<file path="src/rtl/coh_bcast_filter.sv">
module coh_bcast_filter #(
  parameter int CNT_W = 4
) (
  input  logic             clk,
  input  logic             rst_n,
  input  logic             cfg_bar_local,
  input  logic             cfg_inner,
  input  logic             cfg_outer,
  input  logic             cfg_cmo_all,
  input  logic             req_valid,
  output logic             req_ready,
  input  logic [2:0]       req_kind,
  input  logic [1:0]       req_shar,
  input  logic             req_sync,
  output logic             out_valid,
  input  logic             out_ready,
  output logic [2:0]       out_kind,
  output logic [1:0]       out_shar,
  output logic             out_sync,
  input  logic             rd_done,
  input  logic             wr_done,
  output logic             ack_valid,
  output logic             ack_local,
  output logic             config_error,
  output logic             cnt_err
);
  localparam logic [CNT_W-1:0] CNT_MAX = '1;
  localparam logic [2:0] K_BAR = 3'd0, K_DVM = 3'd1, K_RD = 3'd2, K_WR = 3'd3, K_CMO = 3'd4;

  logic             dom_en, fwd, hold_bar, is_rd, is_wr, full, acc, retire, pending;
  logic             rd_inc, wr_inc, rd_dec, wr_dec;
  logic [CNT_W-1:0] rd_cnt, wr_cnt;

  assign dom_en = (req_shar == 2'd1 && cfg_inner) || (req_shar == 2'd2 && cfg_outer);

  always_comb begin
    case (req_kind)
      K_BAR:      fwd = !cfg_bar_local;
      K_DVM:      fwd = cfg_inner;
      K_RD, K_WR: fwd = dom_en;
      K_CMO:      fwd = cfg_cmo_all || dom_en;
      default:    fwd = 1'b0;
    endcase
  end

  assign hold_bar = req_kind == K_BAR && cfg_bar_local;
  assign is_rd    = req_kind == K_RD;
  assign is_wr    = req_kind == K_WR;
  assign full     = fwd && ((is_rd && rd_cnt == CNT_MAX) || (is_wr && wr_cnt == CNT_MAX));

  assign req_ready = !pending && (!fwd || (out_ready && !full));
  assign out_valid = req_valid && !pending && fwd && !full;
  assign out_kind  = req_kind;
  assign out_shar  = req_shar;
  assign out_sync  = req_sync;

  assign acc    = req_valid && req_ready;
  assign retire = pending && rd_cnt == '0 && wr_cnt == '0;
  assign rd_inc = acc && fwd && is_rd;
  assign wr_inc = acc && fwd && is_wr;
  assign rd_dec = rd_done && rd_cnt != '0;
  assign wr_dec = wr_done && wr_cnt != '0;

  assign config_error = cfg_inner && !cfg_outer;

  always_ff @(posedge clk or negedge rst_n) begin
    if (!rst_n) begin
      rd_cnt    <= '0;
      wr_cnt    <= '0;
      pending   <= 1'b0;
      ack_valid <= 1'b0;
      ack_local <= 1'b0;
      cnt_err   <= 1'b0;
    end else begin
      rd_cnt    <= rd_cnt + CNT_W'(rd_inc) - CNT_W'(rd_dec);
      wr_cnt    <= wr_cnt + CNT_W'(wr_inc) - CNT_W'(wr_dec);
      pending   <= (pending && !retire) || (acc && hold_bar);
      ack_valid <= (acc && !hold_bar) || retire;
      ack_local <= retire || (acc && !fwd);
      cnt_err   <= cnt_err || (rd_done && rd_cnt == '0) || (wr_done && wr_cnt == '0);
    end
  end
endmodule

</file>
<file path="config.mk">
export PLATFORM = sky130hd
export DESIGN_NAME = coh_bcast_filter
export DESIGN_NICKNAME = d
export VERILOG_FILES = /design/src/rtl/coh_bcast_filter.sv
export SDC_FILE = /design/constraint.sdc
export NUM_CORES = 1
export LEC_CHECK = 0
export ABC_AREA = 1
export BUFFER_PORTS_ARGS = -buffer_cell sky130_fd_sc_hd__buf_2
export CELL_PAD_IN_SITES_DETAIL_PLACEMENT = 0
export CELL_PAD_IN_SITES_GLOBAL_PLACEMENT = 1
export CORE_MARGIN = 2
export CORE_UTILIZATION = 30
export CTS_CLUSTER_SIZE = 10
export DETAILED_ROUTE_END_ITERATION = 10
export PLACE_DENSITY_LB_ADDON = 0.1
export SLEW_MARGIN = 20
export SYNTH_ARGS = -nofsm -noshare
export SYNTH_HDL_FRONTEND = slang
export SYNTH_SLANG_ARGS = --single-unit
</file>
<file path="constraint.sdc">
create_clock -name clk -period 2.7 [get_ports clk]
set_clock_uncertainty 0.05 [all_clocks]
set_input_delay 0.54 -clock clk [delete_from_list [all_inputs] [get_ports clk]]
set_output_delay 0.54 -clock clk [all_outputs]
set_load 0.1 [all_outputs]
</file>
Yosys cells after proc, flatten, opt, wreduce, memory -nomap -nowiden
Cells that the tools add are included.

storage, ports and cells
  bits of input ports = 16
  register bits = 12
  output and inout port bits = 12
  word-level logic and storage cells = 67

cells by class
  $add $sub $neg = 4
  reductions and logical operators = 48
  equality and inequality tests = 8
  multiplexer cells = 1

operators with widths
  operator                                              count
  logical AND 1 bit                                     26
  logical OR 1 bit                                      9
  adder 4 x 1 -> 4 bit                                  2
  equality test 4 bit (second input constant)           2
  logical NOT 4 bit                                     2
  nonzero test 4 bit                                    2
  subtractor 4 x 1 -> 4 bit                             2
  logical NOT 1 bit                                     7
  equality test 3 x 2 -> 1 bit (second input constant)  2
  case mux 1 bit (4 select lines)                       1
  equality test 3 x 1 -> 1 bit (second input constant)  1
  equality test 3 bit (second input constant)           1
  logical NOT 3 bit                                     1
  equality test 2 x 1 -> 1 bit (second input constant)  1
  equality test 2 bit (second input constant)           1
  OR reduction 2 bit                                    1

Logic depth before layout (Yosys ltp)
Gate-level depths: netlist of the first run.

  depth after elaboration = 15
  mapped depth = 13
  depth with buffers taken out = 13

Worst setup path after synthesis of the first run
Ideal clock, no wire load.

  kind = input to output
  start = in req_shar[0]
  end = out req_ready
  arrival = 2.382 ns
  stages = 8
  required time = 2.110 ns
  slack = -0.272 ns
  cells stage by stage = inv_1 -> nand2_1 -> nand2_1 -> nand2_1 -> nand2_1 -> nand2_1 -> nand3_2 -> a21oi_1

between the ends
  longest elaborated chain between the ends = 10
  elaborated cells between the ends (all ways) = 13
  those cells by class = eq/ne: 2; mux: 1; reduce/logical: 10

RTL lines
  what                                                                        RTL line  text
  start, declared                                                             13        input logic [1:0] req_shar,
  equality test 2 x 1 -> 1 bit / equality test 2 bit (equally long branches)  34        assign dom_en = (req_shar == 2'd1 && cfg_inner) || (req_shar == 2'd2 && cfg_outer);
  logical AND 1 bit                                                           34
  logical OR 1 bit *                                                          34
  logical OR 1 bit                                                            41        K_CMO: fwd = cfg_cmo_all || dom_en;
  case mux 1 bit (4 select lines) *                                           37        case (req_kind)
  logical AND 1 bit                                                           49        assign full = fwd && ((is_rd && rd_cnt == CNT_MAX) || (is_wr && wr_cnt == CNT_MAX));
  logical NOT 1 bit                                                           51        assign req_ready = !pending && (!fwd || (out_ready && !full));
  logical AND 1 bit                                                           51
  logical OR 1 bit *                                                          51
  logical AND 1 bit *                                                         51
  end, declared                                                               11        output logic req_ready,

Mark *: on every way between the ends. The rest lies on a longest branch, timed or not.

Worst setup path in the final report of the first run
  start = in req_kind[1]
  end = out out_valid

between the ends
  longest elaborated chain between the ends = 6
  elaborated cells between the ends (all ways) = 14
  those cells by class = eq/ne: 4; mux: 1; reduce/logical: 9

RTL lines
  what                                                                        RTL line    text
  start, declared                                                             12          input logic [2:0] req_kind,
  equality test 3 x 2 -> 1 bit, on equally long branches                      37, 47, 48
  OR reduction 2 bit / logical AND 1 bit (equally long branches)              37, 49
  case mux 1 bit (4 select lines) / logical OR 1 bit (equally long branches)  37, 49
  logical AND 1 bit                                                           49
  logical NOT 1 bit                                                           52          assign out_valid = req_valid && !pending && fwd && !full;
  logical AND 1 bit *                                                         52
  end, declared                                                               15          output logic out_valid,

Marked as above.

==> summary.md, run 1 <==
| Metric | Value |
|---|---|
| Pre-Repair DR Iteration Count | 4 |
| CP top delay family | buffers and inverters |
| Number of synthesized register bits | 12 |
| Synth Area per Inst | roughly 7.5 um2 |
| Crit. End Element | primary output |
| FF/Latch Area | approximately 300 um2 |
| Worst-Margin Slew | 0.495 ns |
| I/O Buffers | 25 |
| Worst Slack Setup Final | around 0.35 ns |
| Met1 Usage GRT | between 10% and 20% |
| First-pass GRT wire length | 3530 um |
| Met2 Usage GRT | between 20% and 30% |
| Busiest grt layer | met2 |
| Fillers | between 300 and 400 |
| Total GRT Usage | about 13% |
| Vias in the first global route | 842 |
| VDD IR max | around 190 uV |
| Antenna-violating nets left | 0 |
| Final nets | roughly 190 |
| Clk buf depth | 2 |
| CP Buf/Inv Count | 4 |
| YS warnings | 0 |
| Post-synthesis sequential area ratio | 30.4% |
| CTS buffer count | 3 |
| N_diodes | 0 |
| Initial antenna violation count | 0 |
| Detailed Place HPWL | 1660 um |
| Power, Total | ~1.1 mW |
| DRC Markers | 0 |
| Slew Limit Fails | 0 |
| Total congestion overflow | 0 |
| Setup TNS | 0 ns |
| CP arrival | 1.76 ns |
| Cell chain of the critical path | buf_2, nor2_2, inv_2, o21ai_2, inv_1, nand3_2, nand2_1, nor2_2, buf_2 |
| Tmin final | 2.35 ns |
| Final wirelength | around 1900 um |
| Relative slew slack | between 60% and 70% |
| Netlist cell types | 20 |
| Grt met3 use | 1.47% |
| CP Launch Type | primary input |
| Leakage power | 0.654 nW |
| DR vias/cell | around 4.1 |
| CP required | around 2.1 ns |
| Share of cells above drive strength 1 | between 20% and 30% |
| Crit path max fanout | 7 |
| TritonCTS Sinks | 12 |
| Die height | 61.4 um |
| Cell Area, Synth | a little under 1000 um2 |
| Placeable Area | 3100 um2 |
| Cell Area, Placed | about 1100 um2 |
| Worst Hold Class | primary input to asynchronous set/reset pin |
| R2r setup slk | 0.56 ns |
| Final number of setup-violating endpoints | 0 |
| CTS Hold Bufs | 0 |
| CTS tree | yes |
| Utilization after layout | a little under two fifths |
| Dpl ws | about 0.35 ns |
| Non-Filler Cell Area, Final | between 1000 and 1500 um2 |
| CP max stage cell | buf_2 |
| Total die area | between 3000 and 4000 um2 |
| Resized Gates After CTS | 0 |
| Maxcap violations | 0 |
| Final period util | between 80% and 90% |
| Die W | around 61 um |
| Fin. Hold Viols | 0 |
| Io pins | 28 |
| GPL Wtd Cong | just under 0.8 |
| F_max | around 430 MHz |
| Layout Area Growth over Synthesis | 16.6% |
| Initial DRC Count | 25 |
| CP max stage delay | approximately 0.42 ns |
| Crit Path Category | primary input to primary output |
| # Post-CTS Setup Buffers | 0 |
| Starting Density | 31.8% |
| Syn Nets | approximately 160 |
| Mapped Cells | 132 |
| RSZ-0062 raised after global routing | no |
| Multi-input gate area | between 500 and 600 um2 |
| Root Buffer Master | clkbuf_4 |
| Largest net degree at the start of global routing | 13 |
| Pwr/cell area | approximately 900 nW/um2 |
| Drt wl/cell | approximately 9.6 um |
| Skew-Pair Late Insertion Delay | roughly 0.27 ns |
| Htree depth | 1 |
| Status | completed |
| FP Rows | 20 |
| Worst-path clk slew | around 0.070 ns |
| Via count | between 800 and 900 |
final timing paths:
path / startpoint / endpoint / cells past startpoint
setup / recovery: req_kind[1] / out_valid / 9
hold / removal: rst_n / rd_cnt[0]$_DFF_PN0_ / 1
setup reg to reg: wr_cnt[2]$_DFF_PN0_ / wr_cnt[2]$_DFF_PN0_ / 11
hold reg to reg: cnt_err$_DFF_PN0_ / cnt_err$_DFF_PN0_ / 1
max in group asynchronous: rst_n / wr_cnt[3]$_DFF_PN0_ / 1
min in group clk: cnt_err$_DFF_PN0_ / cnt_err$_DFF_PN0_ / 1
cell families (layout without fill, tap and decap cells):
kind of cell / count (synthesis) / count (layout) / share of synthesized area (%)
and+or+nand+nor: 57 / 57 / 26.1
buffers and inverters: 38 / 60 / 16.7
adders and majority gates: 14 / 14 / 19.3
DFF: 12 / 12 / 30.4
AOI/OAI and AO/OA: 7 / 7 / 3.93
xor gates and xnor gates: 4 / 4 / 3.55
layer usage:
layer	vias to the layer above	wire length (um)
met1	365	861
met4	0	14
met3	2	50
met5	-	0
met2	12	978
li1	438	-
registers in the layout (all words and copies together), names as in the netlist:
register / flops
wr_cnt: 4
cnt_err: 1
ack_local: 1
pending: 1
ack_valid: 1
rd_cnt: 4
Yosys cell counts:
cell type | instances | share of area (%)
a21oi_1 | 4 | 2.0
buf_4 | 6 | 4.6
dfrtp_1 | 12 | 30
fa_1 | 2 | 4.1
ha_1 | 12 | 15
inv_1 | 30 | 11
inv_2 | 2 | 0.76
nand2_1 | 25 | 9.5
nand2_2 | 1 | 0.63
nand3_1 | 9 | 4.6
nand3_2 | 3 | 3.0
nand3b_1 | 1 | 0.76
nand4_1 | 1 | 0.63
nor2_1 | 14 | 5.3
nor2_2 | 1 | 0.63
nor3_1 | 2 | 1.0
o21ai_0 | 2 | 1.0
o21ai_2 | 1 | 0.89
xnor2_1 | 3 | 2.7
xor2_1 | 1 | 0.89
power breakdown:
group          internal [mW]  switching (mW)
logic                  0.217           0.408
clock network         0.0515          0.0563
registers              0.268          0.0500
total                  0.536           0.514
layout by cell type (no fill, tap or decap):
cell type	synthesis	layout
nand3_2	3	3
inv_2	2	2
buf_2	0	25
a21oi_1	4	3
fa_1	2	2
nor2_2	1	2
dfrtp_1	12	12
nand3b_1	1	1
ha_1	12	12
clkbuf_4	0	3
nand2_2	1	1
nor2_1	14	13
xnor2_1	3	3
xor2_1	1	1
nand2_1	25	25
nand4_1	1	1
o21ai_0	2	2
nand3_1	9	9
inv_1	30	30
a21oi_2	0	1
nor3_1	2	2
o21ai_2	1	1
metrics by stage:
stage | hold WS, ns | instances
5_1_grt | 0.0965 | 198
2_1_floorplan | 0.194 | 132
6_report | 0.0983 | 198
3_5_place_dp | 0.397 | 195
4_1_cts | 0.0999 | 198
3_3_place_gp | 0.392 | 195
final cells by class:
type                    count  area share, %
repair buffers             25           10.9
flip-flops and latches     12           26.1
multi-input cells          82           45.9
well taps                  44           4.78
clock buffers               3           1.96
inverters                  32           10.4
(Power assumes the default switching activity.)
==> run 2, diff against run 1 <==
--- a/config.mk
+++ b/config.mk
@@ -10,4 +10,5 @@
 export CELL_PAD_IN_SITES_DETAIL_PLACEMENT = 0
 export CELL_PAD_IN_SITES_GLOBAL_PLACEMENT = 1
+export CORE_ASPECT_RATIO = 0.6
 export CORE_MARGIN = 2
 export CORE_UTILIZATION = 30
==> constraint.sdc (replaced) <==
create_clock -name clk -period 2.7 [get_ports clk]
set_clock_uncertainty 0.05 [all_clocks]
set_input_delay 0.27 -clock clk [delete_from_list [all_inputs] [get_ports clk]]
set_output_delay 0.27 -clock clk [all_outputs]
set_load 0.1 [all_outputs]
==> run 2 against run 1 <==
Net effect:
- combinational power increased by 1%
- cell area grew 3.3%
- clock power grew 84%
- critical path type is now register to register
==> summary.md, run 2 (synthesized netlist as in run 1, its figures left out) <==
| Metric | Value |
|---|---|
| Final period util | 79.8% (was 87.1%) |
| Slew Limit Fails | 0 (unchanged) |
| CTS buffer count | 3 (unchanged) |
| Tmin final | 2.16 ns (was 2.35 ns) |
| Utilization after layout | 37.1% (about the same) |
| N_diodes | 0 (unchanged) |
| Starting Density | 30.8% (was 31.8%) |
| Hold_ws | 0.226 ns (was 0.0983 ns) |
| Non-Filler Cell Area, Final | 1190 um2 (was 1150 um2) |
| Multi-input gate area | 522 um2 (was 528 um2) |
| Hold path endpoint | cnt_err$_DFF_PN0_ |
| Final nets | 187 (was 186) |
| Clock share of power | 17.3% (was 10.3%) |
| Fillers | 349 (was 366) |
| Initial antenna violation count | 0 (unchanged) |
| RSZ-0062 raised after global routing | no (unchanged) |
| Final non-filler cell total | 201 (was 198) |
| Internal power | 617 uW (was 536 uW) |
| R2r setup slk | 0.54 ns (was 0.56 ns) |
| Relative slew slack | 67.8% (was 67.2%) |
| Status | completed (unchanged) |
| Worst r2r path cells | 10 (was 11) |
| CP required | 2.78 ns (was 2.11 ns) |
| GPL Wtd Cong | 0.801 (was 0.778) |
| Worst-Margin Slew | 0.487 ns (was 0.495 ns) |
| Antenna-violating nets left | 0 (unchanged) |
| Worst Slack Setup Final | 0.544 ns (was 0.348 ns) |
| Hold Crit Depth | 3 |
| Power, Total | 1.15 mW (was 1.05 mW) |
| Fin. Hold Viols | 0 (unchanged) |
| Total congestion overflow | 0 (unchanged) |
| Setup TNS | 0 ns (unchanged) |
| DRC Markers | 0 (unchanged) |
| Largest net degree at the start of global routing | 13 (unchanged) |
| FP Rows | 16 (was 20) |
| Total die area | 3780 um2 (was 3770 um2) |
| Met2 Usage GRT | 18.4% (was 21.9%) |
| Combinational share of power | 54.8% (was 59.5%) |
| Pre-Repair DR Iteration Count | 4 (unchanged) |
| Share of cells above drive strength 1 | 23.7% (was 24.7%) |
| Clk buf depth | 2 (unchanged) |
| Crit. End Element | register (was primary output) |
| Via count | 830 (was 817) |
| Total GRT Usage | 12.6% (was 12.8%) |
| Vias in the first global route | 854 (was 842) |
| CTS tree | yes (unchanged) |
| Busiest grt layer | met2 (unchanged) |
| Worst Hold Class | primary input to register (was primary input to asynchronous set/reset pin) |
| CP arrival | 2.23 ns (was 1.76 ns) |
| Layout Area Growth over Synthesis | 20.4% (was 16.6%) |
| Registers with the most flip-flops | rd_cnt x4, wr_cnt x4 (unchanged) |
| Io pins | 28 (unchanged) |
| TritonCTS Sinks | 12 (unchanged) |
| Detailed Place HPWL | 1750 um (was 1660 um) |
| Dpl ws | 0.509 ns (was 0.350 ns) |
| Final number of setup-violating endpoints | 0 (unchanged) |
| Die height | 48.4 um (was 61.4 um) |
| I/O Buffers | 25 (unchanged) |
| Flop pwr share | 27.9% (was 30.2%) |
| Drt wl/cell | 10.1 um (was 9.62 um) |
| Leakage power | 0.674 nW (was 0.654 nW) |
| Worst-path clk slew | 0.05 ns (was 0.07 ns) |
| VDD IR max | 503 uV (was 191 uV) |
| Commonest non-fill, non-tap cell in the layout | inv_1 (unchanged) |
| R2R Path Start | rd_cnt[2]$_DFF_PN0_ (was wr_cnt[2]$_DFF_PN0_) |
| FF/Latch Area | 300 um2 (unchanged) |
| Commonest cells after routing, fill and taps aside | inv_1 (30), nand2_1 (25), buf_2 (25), nor2_1 (14) (was inv_1 (30), nand2_1 (25), buf_2 (25), nor2_1 (13)) |
| Initial DRC Count | 48 (was 25) |
| Switching power | 535 uW (was 514 uW) |
| DR vias/cell | 4.13 (about the same) |
| Post-Place Cells | 196 (was 195) |
| Die W | 78.1 um (was 61.4 um) |
| Sw Ratio | 46.4% (was 48.9%) |
| Worst R2R End | rd_cnt[2]$_DFF_PN0_ (was wr_cnt[2]$_DFF_PN0_) |
| Min-delay src | rd_done |
| Root Buffer Master | clkbuf_8 (was clkbuf_4) |
| Final wirelength | 2030 um (was 1910 um) |
| Crit path max fanout | 3 (was 7) |
| CP Launch Type | register (was primary input) |
| Cell Area, Placed | 1120 um2 (was 1130 um2) |
| Grt met3 use | 5.04% (was 1.47%) |
| Met1 Usage GRT | 17.3% (was 15.4%) |
| Maxcap violations | 0 (unchanged) |
| CTS Hold Bufs | 1 (was 0) |
| Crit Path Category | register to register (was primary input to primary output) |
| First-pass GRT wire length | 3680 um (was 3530 um) |
| Resized Gates After CTS | 0 (unchanged) |
| Placeable Area | 3200 um2 (was 3100 um2) |
| F_max | 464 MHz (was 425 MHz) |
| # Post-CTS Setup Buffers | 0 (unchanged) |
| Pwr/cell area | 970 nW/um2 (was 913 nW/um2) |
| Skew-Pair Late Insertion Delay | 0.24 ns (was 0.27 ns) |
| Htree depth | 1 (unchanged) |
==> run 2: worst max-delay path, stage by stage, from the launching register on <==
cell     delay [ns]
dfrtp_1        0.38
inv_1          0.09
ha_1           0.15
nand2_1        0.05
nor2_1         0.19
nor2_1         0.08
ha_1           0.28
inv_1          0.04
ha_1           0.21
fa_1           0.38
xor2_1         0.16
==> run 2: layer usage <==
| layer | vias up | part of all wire, % | wire length (um) |
|---|---|---|---|
| li1 | 444 | - | - |
| met2 | 25 | 42 | 848 |
| met4 | 0 | 0 | 0 |
| met1 | 361 | 52 | 1060 |
| met5 | - | 0 | 0 |
| met3 | 0 | 6.1 | 124 |
==> run 2: how the worst max path moves through the flow <==
stage / slack (ns) / depth (start not counted) / startpoint / endpoint
floorplan: 0.1 / 6 / wr_cnt[2]$_DFF_PN0_ / req_ready
global placement: 0.53 / 10 / rd_cnt[2]$_DFF_PN0_ / rd_cnt[2]$_DFF_PN0_
detailed placement: 0.51 / 10 / rd_cnt[2]$_DFF_PN0_ / rd_cnt[2]$_DFF_PN0_
CTS: 0.49 / 10 / rd_cnt[2]$_DFF_PN0_ / rd_cnt[2]$_DFF_PN0_
global route: 0.37 / 10 / rd_cnt[2]$_DFF_PN0_ / rd_cnt[2]$_DFF_PN0_
finish: 0.54 / 10 / rd_cnt[2]$_DFF_PN0_ / rd_cnt[2]$_DFF_PN0_
==> run 2: power by group through the flow <==
stage | Combinational [mW] | Sequential, mW | Clock, mW
after global routing | 0.716 | 0.333 | 0.216
after CTS | 0.640 | 0.322 | 0.207
after global placement | 0.632 | 0.322 | 0
after floorplan | 0.439 | 0.403 | 0
final | 0.632 | 0.321 | 0.199
after detailed placement | 0.638 | 0.325 | 0
==> run 2: layout make-up <==
cell class,instances,share of cell area [%]
multi-input combinational,82,43.9
sequential,12,25.3
timing repair buffer,26,11.4
inverter,32,10.1
tap,45,4.74
clock buffer,4,4.63
==> run 3, diff against run 2 <==
- clock period: 2.7 -> 1.85 ns (I/O delays scaled with it)
==> run 3 against run 2 <==
Net effect:
- the flow now finishes with violations (negative setup slack)
- count of clock-buffer cells in the layout unchanged
- die area unchanged
- utilization increased by 7.8 points
- critical path depth increased by 1
- wire length increased by 11%
- fmax increased by 3.5%
- setup slack got worse by 0.78 ns
- first-iteration DRC count decreased by 65%
- clock power increased by 46%
- sequential share of layout area decreased by 4.4 points
- largest cell class unchanged
==> summary.md, run 3 (synthesized netlist as in run 1, its figures left out) <==
| Metric | Value |
|---|---|
| Total GRT Usage | 13.4% (was 12.6%) |
| Commonest cells after routing, fill and taps aside | inv_1 (26), buf_2 (23), nand2_1 (19), buf_4 (17), dfrtp_1 (12) (was inv_1 (30), nand2_1 (25), buf_2 (25), nor2_1 (14)) |
| DRC Markers | 0 (unchanged) |
| Final wirelength | 2250 um (was 2030 um) |
| Status | finished, violations left (was completed) |
| VDD IR max | 692 uV (was 503 uV) |
| Most Frequent Cell on Critical Path | inv_2 (was ha_1) |
| Crit Path Category | register to register (unchanged) |
| Starting Density | 30.8% (unchanged) |
| Switching power | 899 uW (was 535 uW) |
| Tmin final | 2.08 ns (was 2.16 ns) |
| CP max stage cell | fa_2 (was dfrtp_1) |
| Leakage power | 0.767 nW (was 0.674 nW) |
| First-pass GRT wire length | 3980 um (was 3680 um) |
| Detailed Place HPWL | 1820 um (was 1750 um) |
| Cell chain of the critical path | inv_2, ha_4, nand2_2, nor2_2, nor2_1, ha_1, inv_1, ha_2, inv_2, fa_2, inv_2 (was inv_1, ha_1, nand2_1, nor2_1, nor2_1, ha_1, inv_1, ha_1, fa_1, xor2_1) |
| Worst Slack Setup Final | -0.232 ns (was 0.544 ns) |
| Skew-Pair Late Insertion Delay | 0.24 ns (about the same) |
| CP max stage delay | 0.53 ns (was 0.38 ns) |
| Non-Filler Cell Area, Final | 1440 um2 (was 1190 um2) |
| Antenna-violating nets left | 0 (unchanged) |
| Clock share of power | 14.6% (was 17.3%) |
| Final number of setup-violating endpoints | 6 (was 0) |
| Fillers | 332 (was 349) |
| Layout Area Growth over Synthesis | 45.8% (was 20.4%) |
| Sw Ratio | 45.0% (was 46.4%) |
| F_max | 480 MHz (was 464 MHz) |
| Share of cells above drive strength 1 | 47.1% (was 23.7%) |
| TritonCTS Sinks | 12 (unchanged) |
| Initial antenna violation count | 0 (unchanged) |
| Pre-Repair DR Iteration Count | 4 (unchanged) |
| Worst Hold Class | primary input to register (unchanged) |
| FP Rows | 16 (unchanged) |
| Htree depth | 1 (unchanged) |
| Slew Limit Fails | 0 (unchanged) |
| Vias in the first global route | 912 (was 854) |
| Flop pwr share | 23.4% (was 27.9%) |
| Final non-filler cell total | 219 (was 201) |
| Registers with the most flip-flops | rd_cnt x4, wr_cnt x4 (unchanged) |
| Drt wl/cell | 10.3 um (was 10.1 um) |
| I/O Buffers | 25 (unchanged) |
| Initial DRC Count | 17 (was 48) |
| Total die area | 3780 um2 (unchanged) |
| Hold_ws | 0.134 ns (was 0.226 ns) |
| Commonest non-fill, non-tap cell in the layout | inv_1 (unchanged) |
| CP required | 1.94 ns (was 2.78 ns) |
| RSZ-0062 raised after global routing | yes (was no) |
| Die height | 48.4 um (unchanged) |
| Via count | 884 (was 830) |
| DR vias/cell | 4.04 (was 4.13) |
| Largest net degree at the start of global routing | 13 (unchanged) |
| Worst-path clk slew | 0.06 ns (was 0.05 ns) |
| Cell Area, Placed | 1270 um2 (was 1120 um2) |
| Placeable Area | 3200 um2 (unchanged) |
| Root Buffer Master | clkbuf_8 (unchanged) |
| R2r setup slk | -0.23 ns (was 0.54 ns) |
| Pwr/cell area | 1390 nW/um2 (was 970 nW/um2) |
| Final nets | 205 (was 187) |
| CP arrival | 2.17 ns (was 2.23 ns) |
| Io pins | 28 (unchanged) |
| Die W | 78.1 um (unchanged) |
| Crit. End Element | register (unchanged) |
| Total congestion overflow | 0 (unchanged) |
| GPL Wtd Cong | 0.780 (was 0.801) |
| Worst-Margin Slew | 0.502 ns (was 0.487 ns) |
| CTS tree | yes (unchanged) |
| Maxcap violations | 0 (unchanged) |
| Relative slew slack | 66.7% (was 67.8%) |
| Post-Place Cells | 209 (was 196) |
| Combinational share of power | 62.0% (was 54.8%) |
| Dpl ws | -0.241 ns (was 0.509 ns) |
| Internal power | 1.10 mW (was 617 uW) |
| CTS buffer count | 3 (unchanged) |
| Fin. Hold Viols | 0 (unchanged) |
| Final period util | 113% (was 79.8%) |
| Violated checks | negative setup slack |
| CP Launch Type | register (unchanged) |
| Clk buf depth | 2 (unchanged) |
| N_diodes | 0 (unchanged) |
| Crit path max fanout | 2 (was 3) |
## run 3: cell types whose count changed in the layout (fill, tap and decap cells not counted), sizes merged
cell	previous run	this run
buf	25	43
## run 3: repair_timing
action                                 in CTS  in global routing
pin swaps                                   3                 17
endpoints found under the hold margin      12                  0
buffers inserted                            3                  4
setup endpoints to repair                   4                  8
hold buffers                                1                  0
resized for setup                           6                 18
## run 3: power by group through the flow
stage | clock network, mW | registers, mW | logic [mW]
finish | 0.291 | 0.468 | 1.24
global route | 0.316 | 0.487 | 1.38
CTS | 0.300 | 0.461 | 1.12
detailed placement | 0 | 0.464 | 1.09
global placement | 0 | 0.463 | 1.07
floorplan | 0 | 0.593 | 0.653
## run 3: stage by stage
step / power, mW / util [%] / TNS, ns
3_5_place_dp: 1.56 / 39.6 / -0.777
2_1_floorplan: 1.25 / - / -0.322
3_3_place_gp: 1.53 / 39.6 / -0.743
6_report: 2.00 / 44.9 / -0.822
4_1_cts: 1.88 / 42.9 / -0.723
5_1_grt: 2.18 / 44.9 / -1.42
## run 3: path summary, 6_finish.rpt
path                            cells past startpoint                start             endpoint
worst max register to register                     11  wr_cnt[2]$_DFF_PN0_  wr_cnt[1]$_DFF_PN0_
worst max-delay path                               11  wr_cnt[2]$_DFF_PN0_  wr_cnt[1]$_DFF_PN0_
worst min register to register                      1    cnt_err$_DFF_PN0_    cnt_err$_DFF_PN0_
min in group asynchronous                           2                rst_n  wr_cnt[3]$_DFF_PN0_
worst min-delay path                                3              rd_done    cnt_err$_DFF_PN0_
max in group asynchronous                           2                rst_n  rd_cnt[2]$_DFF_PN0_
## run 3: critical path, delay by kind of cell, from the launching register on
| kind | cells | cell delay, ns |
|---|---|---|
| AND/OR/NAND/NOR | 3 | 0.24 |
| adder cells (fa/ha/maj) | 4 | 1.09 |
| buffers and inverters | 4 | 0.21 |
| flip-flops | 1 | 0.39 |
## run 3: metal layers
metal,global-route usage (%),part of all wire [%]
met5,0,0
met4,2.34,0.18
met3,5.04,5.2
met2,19.0,41
met1,19.6,54
## run 3: layout make-up
class / instances / area, um2 / area share (%)
multi-input combinational: 82 / 603 / 41.9
inverter: 32 / 120 / 8.35
tap: 45 / 56.3 / 3.91
timing repair buffer: 44 / 304 / 21.1
clock buffer: 4 / 55.1 / 3.83
sequential: 12 / 300 / 20.9
